<file path="config.mk">
export PLATFORM = sky130hd
export DESIGN_NAME = satcr_cmd_decoder
export DESIGN_NICKNAME = d
export VERILOG_FILES = /design/src/rtl/satcr_pkg.sv /design/src/rtl/satcr_ctrl.sv /design/src/rtl/satcr_datapath.sv /design/src/rtl/satcr_cmd_decoder.sv
export SDC_FILE = /design/constraint.sdc
export NUM_CORES = 1
export LEC_CHECK = 0
export ABC_CLOCK_PERIOD_IN_PS = 3700
export BUFFER_PORTS_ARGS = -buffer_cell sky130_fd_sc_hd__buf_2
export CORE_MARGIN = 3
export CORE_UTILIZATION = 25
export CTS_BUF_LIST = sky130_fd_sc_hd__clkbuf_8
export DETAILED_ROUTE_END_ITERATION = 8
export PLACE_DENSITY = 0.46
export SYNTH_ARGS = -nofsm -noshare
export SYNTH_HDL_FRONTEND = slang
export SYNTH_SLANG_ARGS = --single-unit
</file>
<file path="constraint.sdc">
create_clock -name clk -period 3.7 [get_ports clk]
set_clock_uncertainty 0.2 [all_clocks]
set_input_delay 0.185 -clock clk [delete_from_list [all_inputs] [get_ports clk]]
set_output_delay 0.185 -clock clk [all_outputs]
set_load 0.02 [all_outputs]
</file>
<file path="src/rtl/satcr_pkg.sv">
package satcr_pkg;
  localparam int BYTE_W    = 8;
  localparam int FRAME_LEN = 5;
  localparam int OVER_CNT  = FRAME_LEN + 1;
  localparam int CNT_W     = $clog2(OVER_CNT + 1);
  localparam int IDX_W     = 3;
  localparam int LINE_W    = IDX_W - 1;
  localparam int TUNE_HI_W = 2;
  localparam int TUNE_W    = BYTE_W + TUNE_HI_W;

  // byte positions inside a frame
  localparam int POS_FRAMING = 0;
  localparam int POS_SLAVE   = 1;
  localparam int POS_CMD     = 2;
  localparam int POS_DATA1   = 3;
  localparam int POS_DATA2   = 4;

  localparam logic [BYTE_W-1:0] FRAMING_PLAIN = 8'hE0;
  localparam logic [BYTE_W-1:0] FRAMING_REPLY = 8'hE2;
  localparam logic [BYTE_W-1:0] CMD_OPERATE   = 8'h5A;
  localparam logic [BYTE_W-1:0] CMD_INSTALL   = 8'h5B;

  // control to datapath strobes
  typedef struct packed {
    logic [FRAME_LEN-1:0] capByte;
    logic                 frameDone;
  } ctrlStrobes_t;
endpackage

</file>
<file path="src/rtl/satcr_ctrl.sv">
module satcr_ctrl
  import satcr_pkg::*;
(
  input  logic         clk,
  input  logic         rst,
  input  logic         byteValid,
  input  logic         frameEnd,
  input  logic         dispReady,
  input  logic         hdrOk,
  input  logic         cmdOk,
  input  logic         replyReq,
  output ctrlStrobes_t strobes,
  output logic         dispValid,
  output logic         respValid
);
  logic [CNT_W-1:0] cnt;
  logic [CNT_W-1:0] cntInc;
  logic [CNT_W-1:0] endCount;
  logic             accept;
  logic             fullFrame;

  assign accept = !dispValid;

  always_comb begin
    cntInc   = (cnt == CNT_W'(OVER_CNT)) ? cnt : cnt + 1'b1;
    endCount = byteValid ? cntInc : cnt;
  end

  generate
    for (genvar i = 0; i < FRAME_LEN; i++) begin : g_cap
      assign strobes.capByte[i] = accept && byteValid && (cnt == CNT_W'(i));
    end
  endgenerate

  assign fullFrame         = accept && frameEnd && (endCount == CNT_W'(FRAME_LEN));
  assign strobes.frameDone = fullFrame;

  always_ff @(posedge clk) begin
    if (rst) begin
      cnt       <= '0;
      dispValid <= 1'b0;
      respValid <= 1'b0;
    end else begin
      respValid <= fullFrame && hdrOk && replyReq;
      if (dispValid && dispReady)
        dispValid <= 1'b0;
      else if (fullFrame && hdrOk && cmdOk)
        dispValid <= 1'b1;
      if (accept) begin
        if (frameEnd)
          cnt <= '0;
        else if (byteValid)
          cnt <= cntInc;
      end
    end
  end
endmodule

</file>
<file path="src/rtl/satcr_datapath.sv">
module satcr_datapath
  import satcr_pkg::*;
#(
  parameter logic [BYTE_W-1:0] ADDR_EVEN = 8'hC8,
  parameter logic [BYTE_W-1:0] ADDR_ODD  = 8'hCA,
  parameter logic [BYTE_W-1:0] RESP_CODE = 8'hE4
) (
  input  logic              clk,
  input  logic              rst,
  input  logic [BYTE_W-1:0] byteData,
  input  ctrlStrobes_t      strobes,
  output logic              hdrOk,
  output logic              cmdOk,
  output logic              replyReq,
  output logic [LINE_W-1:0] dispBusLine,
  output logic [BYTE_W-1:0] dispDevAddr,
  output logic [BYTE_W-1:0] dispSlave,
  output logic [IDX_W-1:0]  dispRouter,
  output logic [IDX_W-1:0]  dispFeed,
  output logic [TUNE_W-1:0] dispTune,
  output logic              dispChange,
  output logic              dispPowerOff,
  output logic              dispInstall,
  output logic [BYTE_W-1:0] respByte
);
  logic [BYTE_W-1:0] frameBytes [FRAME_LEN];

  generate
    for (genvar i = 0; i < FRAME_LEN; i++) begin : g_store
      always_ff @(posedge clk) begin
        if (rst)
          frameBytes[i] <= '0;
        else if (strobes.capByte[i])
          frameBytes[i] <= byteData;
      end
    end
  endgenerate

  logic [BYTE_W-1:0] framing, cmd, data1, data2;
  assign framing = frameBytes[POS_FRAMING];
  assign cmd     = frameBytes[POS_CMD];
  assign data1   = frameBytes[POS_DATA1];
  assign data2   = frameBytes[POS_DATA2];

  assign hdrOk    = (framing == FRAMING_PLAIN) || (framing == FRAMING_REPLY);
  assign replyReq = (framing == FRAMING_REPLY);
  assign cmdOk    = (cmd == CMD_OPERATE) || (cmd == CMD_INSTALL);

  always_comb begin
    dispRouter   = data1[BYTE_W-1 -: IDX_W];
    dispFeed     = data1[TUNE_HI_W +: IDX_W];
    dispTune     = {data1[TUNE_HI_W-1:0], data2};
    dispBusLine  = dispRouter[IDX_W-1:1];
    dispDevAddr  = dispRouter[0] ? ADDR_ODD : ADDR_EVEN;
    dispSlave    = frameBytes[POS_SLAVE];
    dispPowerOff = (dispTune == '0);
    dispChange   = !dispPowerOff;
    dispInstall  = (cmd == CMD_INSTALL);
    respByte     = RESP_CODE;
  end
endmodule

</file>
<file path="src/rtl/satcr_cmd_decoder.sv">
module satcr_cmd_decoder
  import satcr_pkg::*;
#(
  parameter logic [7:0] ADDR_EVEN = 8'hC8,
  parameter logic [7:0] ADDR_ODD  = 8'hCA,
  parameter logic [7:0] RESP_CODE = 8'hE4
) (
  input  logic       clk,
  input  logic       rst,
  input  logic       byteValid,
  input  logic [7:0] byteData,
  input  logic       frameEnd,
  input  logic       dispReady,
  output logic       dispValid,
  output logic [1:0] dispBusLine,
  output logic [7:0] dispDevAddr,
  output logic [7:0] dispSlave,
  output logic [2:0] dispRouter,
  output logic [2:0] dispFeed,
  output logic [9:0] dispTune,
  output logic       dispChange,
  output logic       dispPowerOff,
  output logic       dispInstall,
  output logic       respValid,
  output logic [7:0] respByte
);
  ctrlStrobes_t strobes;
  logic hdrOk, cmdOk, replyReq;

  satcr_ctrl u_ctrl (
    .clk       (clk),
    .rst       (rst),
    .byteValid (byteValid),
    .frameEnd  (frameEnd),
    .dispReady (dispReady),
    .hdrOk     (hdrOk),
    .cmdOk     (cmdOk),
    .replyReq  (replyReq),
    .strobes   (strobes),
    .dispValid (dispValid),
    .respValid (respValid)
  );

  satcr_datapath #(
    .ADDR_EVEN (ADDR_EVEN),
    .ADDR_ODD  (ADDR_ODD),
    .RESP_CODE (RESP_CODE)
  ) u_dp (
    .clk          (clk),
    .rst          (rst),
    .byteData     (byteData),
    .strobes      (strobes),
    .hdrOk        (hdrOk),
    .cmdOk        (cmdOk),
    .replyReq     (replyReq),
    .dispBusLine  (dispBusLine),
    .dispDevAddr  (dispDevAddr),
    .dispSlave    (dispSlave),
    .dispRouter   (dispRouter),
    .dispFeed     (dispFeed),
    .dispTune     (dispTune),
    .dispChange   (dispChange),
    .dispPowerOff (dispPowerOff),
    .dispInstall  (dispInstall),
    .respByte     (respByte)
  );
endmodule

</file>
== Yosys cells after proc, flatten, opt, wreduce, memory -nomap -nowiden ==
Memory sizes are Yosys's and may differ from the RTL's.
Cells that the tools add are included.

* Register bits after elaboration: 5
* Latch bits: 0
* RAM bits: 40
* ROM bits: 0
* Input port bits: 13
* Output and inout bits: 47
* Logic and storage cells: 65
* Memories kept: 1

* Add/sub/neg operators: 1
* $mul: 0
* Div/mod/pow operators: 0
* Order comparisons: 0
* Equal/unequal tests: 10
* Shift-type cells: 0
* Mux-type cells: 26
* Bitwise operators: 5
* Reduce and logical (&&, ||, !) cells: 19

{| class="wikitable"
|+ Memories
! memory !! words !! width !! read ports !! clocked after memory_dff !! wr ports !! line !! text
|-
| u_dp.frameBytes || 5 || 8 || 5 || 0 || 5 || satcr_datapath.sv:26 || <nowiki>logic [BYTE_W-1:0] frameBytes [FRAME_LEN];</nowiki>
|}

{| class="wikitable"
|+ Operator list
! cell !! count
|-
| two-way mux 8 bit || 5
|-
| two-way mux 1 bit || 17
|-
| equality test 8 x 7 -> 1 bit (second input constant) || 2
|-
| equality test 8 bit (second input constant) || 2
|-
| logical AND 1 bit || 12
|-
| zero test 10 bit || 1
|-
| equality test 3 bit (second input constant) || 3
|-
| two-way mux 3 bit || 3
|-
| equality test 3 x 2 -> 1 bit (second input constant) || 2
|-
| OR 1 bit || 5
|-
| adder 3 x 1 -> 3 bit (second input constant) || 1
|-
| equality test 3 x 1 -> 1 bit (second input constant) || 1
|-
| zero test 3 bit || 1
|-
| zero test 1 bit || 2
|-
| logical OR 1 bit || 2
|-
| two-way mux 2 bit || 1
|-
| OR reduction 2 bit || 1
|}

== Logic depth before layout (Yosys ltp) ==
Gate-level depths: netlist (run 1).

* Word-level depth: 7
* Gate-level depth with buffers: 7
* Gate-level depth less buffers: 6

== By module ==
A second synthesis (run 1) with hierarchy kept.

* Cells, all modules: 171
* Area total of the unflattened synthesis: 2194.6 sq um

{| class="wikitable"
|+ Modules (own cells, without submodules)
! module !! times used !! cells an instance !! area each (sq um) !! seq. area each (sq um)
|-
| satcr_datapath || 1 || 125 || 1813.0 || 1201.2
|-
| satcr_ctrl || 1 || 46 || 381.6 || 100.1
|}

== Worst setup path before layout (run 1) ==
OpenSTA, ideal clock, no wires.

* Kind: reg-to-reg
* From: register u_ctrl.cnt[0]
* To: register u_ctrl.cnt[0]
* Library setup time: 70 ps
* Arrival: 1447 ps
* Required time: 3430 ps
* Path slack: 1983 ps
* Stages on the path, launching flop included: 8
* Path buffers: 1
* Clock period less this slack: 1717 ps
* Path through: dfxtp_1 -> inv_1 -> ha_1 -> buf_2 -> a21boi_2 -> xnor2_1 -> or3_1 -> a21oi_1

* Word-level cells in the longest chain between the ends: 4
* Elaborated cells between the ends (all ways): 5
* Those cells by class: add/sub (1); eq/ne (1); mux (3)

{| class="wikitable"
|+ Ends and longest elaborated chain
! what !! line !! text
|-
| start: declaration || satcr_ctrl.sv:16 || <nowiki>logic [CNT_W-1:0] cnt;</nowiki>
|-
| start signal: assignment || satcr_ctrl.sv:53 || <nowiki>cnt <= cntInc;</nowiki>
|-
| adder 3 x 1 -> 3 bit / equality test 3 bit (equally long branches) || satcr_ctrl.sv:25 || <nowiki>cntInc = (cnt == CNT_W'(OVER_CNT)) ? cnt : cnt + 1'b1;</nowiki>
|-
| two-way mux 3 bit || satcr_ctrl.sv:25 ||
|-
| two-way mux 3 bit * || -- ||
|-
| two-way mux 3 bit * || satcr_ctrl.sv:50 || <nowiki>if (frameEnd)</nowiki>
|}

Every way passes the cells marked *; elsewhere a longest branch is shown, timed or not.
A chain may end at the register's enable or synchronous reset.

== Worst setup path in the final report (run 1) ==
* From: register u_ctrl.cnt[0]
* To: register u_ctrl.dispValid

* Word-level cells in the longest chain between the ends: 7
* Elaborated cells between the ends (all ways): 8
* Those cells by class: add/sub (1); eq/ne (2); mux (2); reduce/logical (3)

{| class="wikitable"
|+ Ends and longest elaborated chain
! what !! line !! text
|-
| adder 3 x 1 -> 3 bit / equality test 3 bit (equally long branches) || satcr_ctrl.sv:25 ||
|-
| two-way mux 3 bit || satcr_ctrl.sv:25 ||
|-
| two-way mux 3 bit * || satcr_ctrl.sv:26 || <nowiki>endCount = byteValid ? cntInc : cnt;</nowiki>
|-
| equality test 3 bit * || satcr_ctrl.sv:35 || <nowiki>assign fullFrame = accept && frameEnd && (endCount == CNT_W'(FRAME_LEN));</nowiki>
|-
| logical AND 1 bit * || satcr_ctrl.sv:35 ||
|-
| logical AND 1 bit * (2 in a row) || satcr_ctrl.sv:47 || <nowiki>else if (fullFrame && hdrOk && cmdOk)</nowiki>
|-
| end signal: assignment || satcr_ctrl.sv:41 || <nowiki>dispValid <= 1'b0;</nowiki>
|-
| end signal: assignment || satcr_ctrl.sv:46 || <nowiki>dispValid <= 1'b0;</nowiki>
|-
| end signal: assignment || satcr_ctrl.sv:48 || <nowiki>dispValid <= 1'b1;</nowiki>
|-
| end: declaration || satcr_ctrl.sv:13 || <nowiki>output logic dispValid,</nowiki>
|}

Marked as above.

==> results of run 1 <==
stage by stage:
step | worst slack [ns] | instances | hold WS [ns]
2_1_floorplan | 1.98 | 177 | 0.166
6_report | 1.85 | 309 | 0.0169
3_3_place_gp | 1.91 | 301 | 0.267
4_1_cts | 1.82 | 309 | 0.0122
3_5_place_dp | 1.85 | 301 | 0.268
5_1_grt | 1.64 | 309 | 0.0293
worst reg2reg max path, delay by kind of cell, from the launching register on:
kind / cells / cell delay (ns)
flops: 1 / 0.42
compound gates: 2 / 0.37
simple gates: 2 / 0.35
fa+ha+maj: 1 / 0.32
buf+inv: 1 / 0.09
power by group through the flow:
stage / Clock, mW / Combinational [mW] / Sequential, mW
final: 0.359 / 0.0952 / 0.582
after CTS: 0.367 / 0.0967 / 0.582
after global placement: 0 / 0.0956 / 0.593
after detailed placement: 0 / 0.0957 / 0.594
after global routing: 0.387 / 0.104 / 0.584
after floorplan: 0 / 0.0613 / 0.607
cells in the final DEF (no fill, tap or decap), drive strengths merged, types with 2 or more instances in the layout:
| cell | Yosys | layout |
|---|---|---|
| nand2b | 2 | 2 |
| conb | 2 | 15 |
| buf | 22 | 44 |
| and3 | 25 | 25 |
| nor2 | 8 | 8 |
| a21oi | 4 | 4 |
| dfxtp | 5 | 5 |
| or3 | 2 | 2 |
| edfxtp | 40 | 40 |
| nor4 | 2 | 2 |
| and2 | 18 | 18 |
| nand2 | 4 | 4 |
| inv | 4 | 4 |
| a21o | 4 | 4 |
| nor2b | 2 | 2 |
| nand4 | 2 | 2 |
| clkbuf | 0 | 5 |
| ha | 5 | 5 |
final cells by class:
| type | instances | area [um^2] |
|---|---|---|
| multi-input combinational | 106 | 663 |
| inverter | 4 | 15.0 |
| sequential | 45 | 1300 |
| clock inverter | 2 | 35.0 |
| clock buffer | 5 | 68.8 |
| fill | 851 | 5490 |
| tap | 102 | 128 |
| timing repair buffer | 45 | 230 |
worst paths after layout:
kind / start / end / cells past startpoint
worst max-delay path: u_ctrl.cnt[0] / u_ctrl.dispValid / 6
worst max register to register: u_ctrl.cnt[0] / u_ctrl.dispValid / 6
worst min register to register: u_dp.frameBytes[0][1] / u_ctrl.respValid / 1
worst min-delay path: rst / u_ctrl.cnt[2] / 2
routing by layer:
layer | GRT usage | wire (um) | vias up
li1 | - | - | 635
met1 | 0.117 | 1970 | 600
met2 | 0.156 | 2080 | 44
met3 | 0.0237 | 278 | 8
met4 | 0.0415 | 79 | 0
met5 | 0 | 0 | -
cell families (layout without fill, tap and decap cells):
kind of cell,count (synthesis),count (layout)
buffers and inverters,26,56
AOI/OAI and AO/OA,10,10
and+or+nand+nor,74,74
muxes,1,1
adders and majority gates,5,5
xor gates and xnor gates,1,1
other,2,15
DFF,45,45
timing repair:
| item | in CTS | in global routing |
|---|---|---|
| hold buffers | 1 | 0 |
| gates resized for setup | 0 | 0 |
| hold endpoints to repair | 1 | 0 |
flip-flops by register name (all words and copies together), names as in the netlist:
register          flops
u_ctrl.dispValid      1
u_ctrl.respValid      1
u_dp.frameBytes      40
u_ctrl.cnt            3
==> impl_metrics.json, run 1 <==
{
  "synth-edff-count": 40,
  "hpwl_um": 3230,
  "intPower_mw": 0.798,
  "vias_per_cell": 4.17,
  "core_area_um2": 7930,
  "r2r_setup_slack_ns": 1.85,
  "post_cts_buffers": 0,
  "totalPowerFinal_mw": 1.04,
  "fin_tns_setup_ns": 0,
  "ys_types": 35,
  "drv_slew": 0,
  "cts_sinks": 45,
  "final_nets": 225,
  "grt_pass1_vias": 1331,
  "status": "completed",
  "synth_compound_area_frac": 0.0316,
  "peakVddDrop_mv": 0.143,
  "clockPowerShare": 0.346,
  "clk_latency_ns": 0.30,
  "synth_area_um2": 2100,
  "power.switching_mw": 0.238,
  "htree_levels": 2,
  "initial_core_util": 0.265,
  "finalCritPeriodShare": 0.500,
  "yosys.area_share.simple": 0.219,
  "synthArstFlopShare": 0,
  "grt_remaining_overflow": 0,
  "path_buf_inv": 1,
  "cts.path.max_buffers": 2,
  "synthesis.instances": 164,
  "swShare": 0.230,
  "synth_top_flop_cell": "edfxtp_1",
  "rsz0062_at_grt": "no",
  "drt-initial-drc-count": 80,
  "firstDrtPassIters": 4,
  "synth_area_leaders": "edfxtp_1 (57%), and3_1 (7.5%), buf_4 (6.4%)",
  "die_h_um": 97.6,
  "numCtsBuffers": 5,
  "placementRows": 32,
  "yosys-top-cells-count": "edfxtp_1 (40), and3_1 (25), buf_4 (18)",
  "dpl-instance-area_um2": 2330,
  "ant_nets": 0,
  "drc_errors": 0,
  "cp-start-kind": "flip-flop",
  "synth_xor_area_frac": 0.00418,
  "min_period_ns": 1.85,
  "crit_chain": "inv_1 -> ha_1 -> or2b_1 -> a21oi_1 -> nor4_1 -> a21o_1",
  "p_seq_frac": 0.562,
  "grt_max_degree": 25,
  "antenna_found_initial": 0,
  "cts.clk_slew.worst_paths_ns": 0.08,
  "cp_max_fo": 11,
  "ys_warn_count": 0,
  "combPwrFrac": 0.092,
  "vias": 1287,
  "path_class": "reg2reg",
  "grt_pass1_wl_um": 6910,
  "drive_gt1_frac": 0.266,
  "yosysTopAreaCell": "edfxtp_1",
  "grt_usage": 0.0946,
  "fp.dieArea_um2": 9520,
  "cpLargestDelayFamily": "flip-flops",
  "hold_path.class": "in2reg",
  "post_drt_wl_per_cell_um": 14.3,
  "synth_top_area_share": 0.573,
  "place.gp.congestion": 0.735,
  "fmax_mhz": 541,
  "syn_area_per_cell_um2": 12.8,
  "ys_ff_latch": 45,
  "p_leak_nw": 1.12,
  "critPathSlowestCell": "dfxtp_1",
  "numPortBuffers": 44,
  "diodes": 0,
  "die_x_um": 97.6,
  "synth_top_family_by_area": "simple AND/OR/NAND/NOR gates",
  "io_pins": 60,
  "hold_violations": 0,
  "setup_violations": 0,
  "synth.most_common_cell": "edfxtp_1",
  "area_growth_pct": 16.4,
  "root_buffer": "clkbuf_8",
  "synth_fa_ha_area_frac": 0.0298,
  "ys_seq_area_frac": 0.621,
  "wl_um": 4410,
  "endpoint_kind": "flip-flop",
  "required_ns": 3.69,
  "critPathArrivalTime_ns": 1.84,
  "final_util": 0.308,
  "cts_tree": "yes",
  "cellPowerDensity_nw_per_um2": 424,
  "synth.area.mux_share": 0.00477,
  "max_stage_delay_ns": 0.42,
  "fin_area_um2": 2440,
  "maxCapViolCount": 0
}
Note: power is estimated with default switching activity, not from simulation.
==> run 2: changes to the inputs <==
- ABC_CLOCK_PERIOD_IN_PS: 3700 -> 1550
- PLACE_DENSITY: 0.46 -> 0.48
- clock period: 3.7 -> 1.55 ns (I/O delays scaled with it)
==> impl_metrics.json, run 2 (synthesized netlist as in run 1, its figures left out) <==
{
  "regMostFlops": "u_dp.frameBytes",
  "numPortBuffers": 44,
  "root_buffer": "clkbuf_8",
  "r2r_start": "u_ctrl.cnt[1]",
  "numCtsBuffers": 5,
  "diodes": 0,
  "failed_checks": "setup timing",
  "io_pins": 60,
  "firstDrtPassIters": 4,
  "p_seq_frac": 0.559,
  "fmax_mhz": 592,
  "holdPathStages": 4,
  "grt_remaining_overflow": 0,
  "place.gp.congestion": 0.748,
  "dp.cells": 318,
  "critPathSlowestCell": "edfxtp_1",
  "cellPowerDensity_nw_per_um2": 845,
  "die_x_um": 97.6,
  "clockPowerShare": 0.312,
  "min_period_ns": 1.69,
  "num-fill-cells": 805,
  "grt_max_degree": 25,
  "min_to": "u_ctrl.cnt[1]",
  "wl_um": 5060,
  "cp_max_fo": 2,
  "peakVddDrop_mv": 0.372,
  "placementRows": 32,
  "hpwl_um": 3350,
  "final_util": 0.371,
  "critPathArrivalTime_ns": 1.41,
  "multi_input_area_um2": 820,
  "maxCapViolCount": 0,
  "area_growth_pct": 40.1,
  "pre_cts_ws_ns": -0.150,
  "post_drt_wl_per_cell_um": 14.7,
  "finalCritPeriodShare": 1.09,
  "swShare": 0.265,
  "worst_hold_slack_ns": 0.0266,
  "die_h_um": 97.6,
  "core_area_um2": 7930,
  "drive_gt1_frac": 0.440,
  "min_from": "byteValid",
  "cp-start-kind": "flip-flop",
  "power.switching_mw": 0.659,
  "r2r_setup_slack_ns": -0.07,
  "path_class": "reg2out",
  "required_ns": 1.27,
  "drc_errors": 0,
  "clk_latency_ns": 0.30,
  "antenna_found_initial": 0,
  "cts_sinks": 45,
  "initial_core_util": 0.265,
  "status": "finished with violations",
  "hold_violations": 0,
  "top_regs": "u_dp.frameBytes x40, u_ctrl.cnt x3",
  "grt_pass1_wl_um": 7820,
  "endpoint_kind": "output pin",
  "crit_chain": "nor4bb_2 -> buf_4 -> and3_4 -> buf_6",
  "fp.dieArea_um2": 9520,
  "hold_path.class": "in2reg",
  "drv_slew": 0,
  "final_nets": 258,
  "p_leak_nw": 1.33,
  "rsz0062_at_grt": "yes",
  "cts.clk_slew.worst_paths_ns": 0.09,
  "ant_nets": 0,
  "grt_usage": 0.105,
  "seqCellArea_um2": 1310,
  "largest_reg_flops": 40,
  "htree_levels": 2,
  "combPwrFrac": 0.129,
  "fin_cells": 343,
  "max_stage_delay_ns": 0.39,
  "intPower_mw": 1.82,
  "r2r-end": "u_ctrl.dispValid",
  "drt-initial-drc-count": 80,
  "grt_pass1_vias": 1486,
  "rr_worst_depth": 6,
  "vias": 1437,
  "cts.path.max_buffers": 2,
  "layout_commonest_cell": "buf_2",
  "cts_tree": "yes",
  "setup_slack_ns": -0.140,
  "mostFrequentLayoutCells": "buf_2 (41), edfxtp_1 (40), and3_1 (24)",
  "vias_per_cell": 4.19,
  "totalPowerFinal_mw": 2.48,
  "setup_violations": 7
}
[run 2: how the worst max path moves through the flow]
| stage | endpoint | cells past startpoint | startpoint |
|---|---|---|---|
| 4_1_cts | dispInstall | 4 | u_dp.frameBytes[2][7] |
| 5_1_grt | dispChange | 3 | u_dp.frameBytes[3][0] |
| 3_5_place_dp | u_ctrl.dispValid | 6 | u_ctrl.cnt[1] |
| 6_report | dispInstall | 4 | u_dp.frameBytes[2][7] |
| 3_3_place_gp | u_ctrl.dispValid | 6 | u_ctrl.cnt[1] |
| 2_1_floorplan | u_ctrl.cnt[0] | 7 | u_ctrl.cnt[0] |
[run 2: power by group through the flow]
stage	logic (mW)	registers [mW]	clock network, mW
4_1_cts	0.308	1.39	0.803
3_3_place_gp	0.271	1.41	0
3_5_place_dp	0.272	1.41	0
6_report	0.319	1.39	0.775
5_1_grt	0.344	1.39	0.853
2_1_floorplan	0.147	1.45	0
[run 2: area by class of cell]
cell class	instances	share of cell area
multi-input combinational	107	0.279
inverter	4	0.00596
clock inverter	3	0.00852
tap	102	0.0434
timing repair buffer	77	0.193
sequential	45	0.447
clock buffer	5	0.0234
[run 2: timing repair]
item,CTS,global route
endpoints found under the setup margin,22,56
gates cloned,0,1
setup buffers,4,2
endpoints found under the hold margin,38,0
gates resized for setup,22,16
hold buffers,11,0
pin swaps,13,5
[run 2: stage by stage]
step	area (um^2)	TNS (ns)
after floorplan	2190	-0.0595
after global placement	2530	-0.434
after detailed placement	2530	-0.578
after CTS	2860	-0.741
after global routing	2940	-1.04
final	2940	-0.538
[run 2: worst max-delay path: cells and delay by family, from the launching register on]
| family | cells | cell delay [ns] |
|---|---|---|
| DFF | 1 | 0.39 |
| and+or+nand+nor | 2 | 0.46 |
| buffers and inverters | 2 | 0.27 |
[run 2: routing by layer]
metal,global-route usage,vias to the layer above,part of all wire
li1,-,700,-
met1,0.132,696,0.44
met2,0.179,37,0.50
met3,0.0230,4,0.041
met4,0.0351,0,0.011
met5,0,-,0
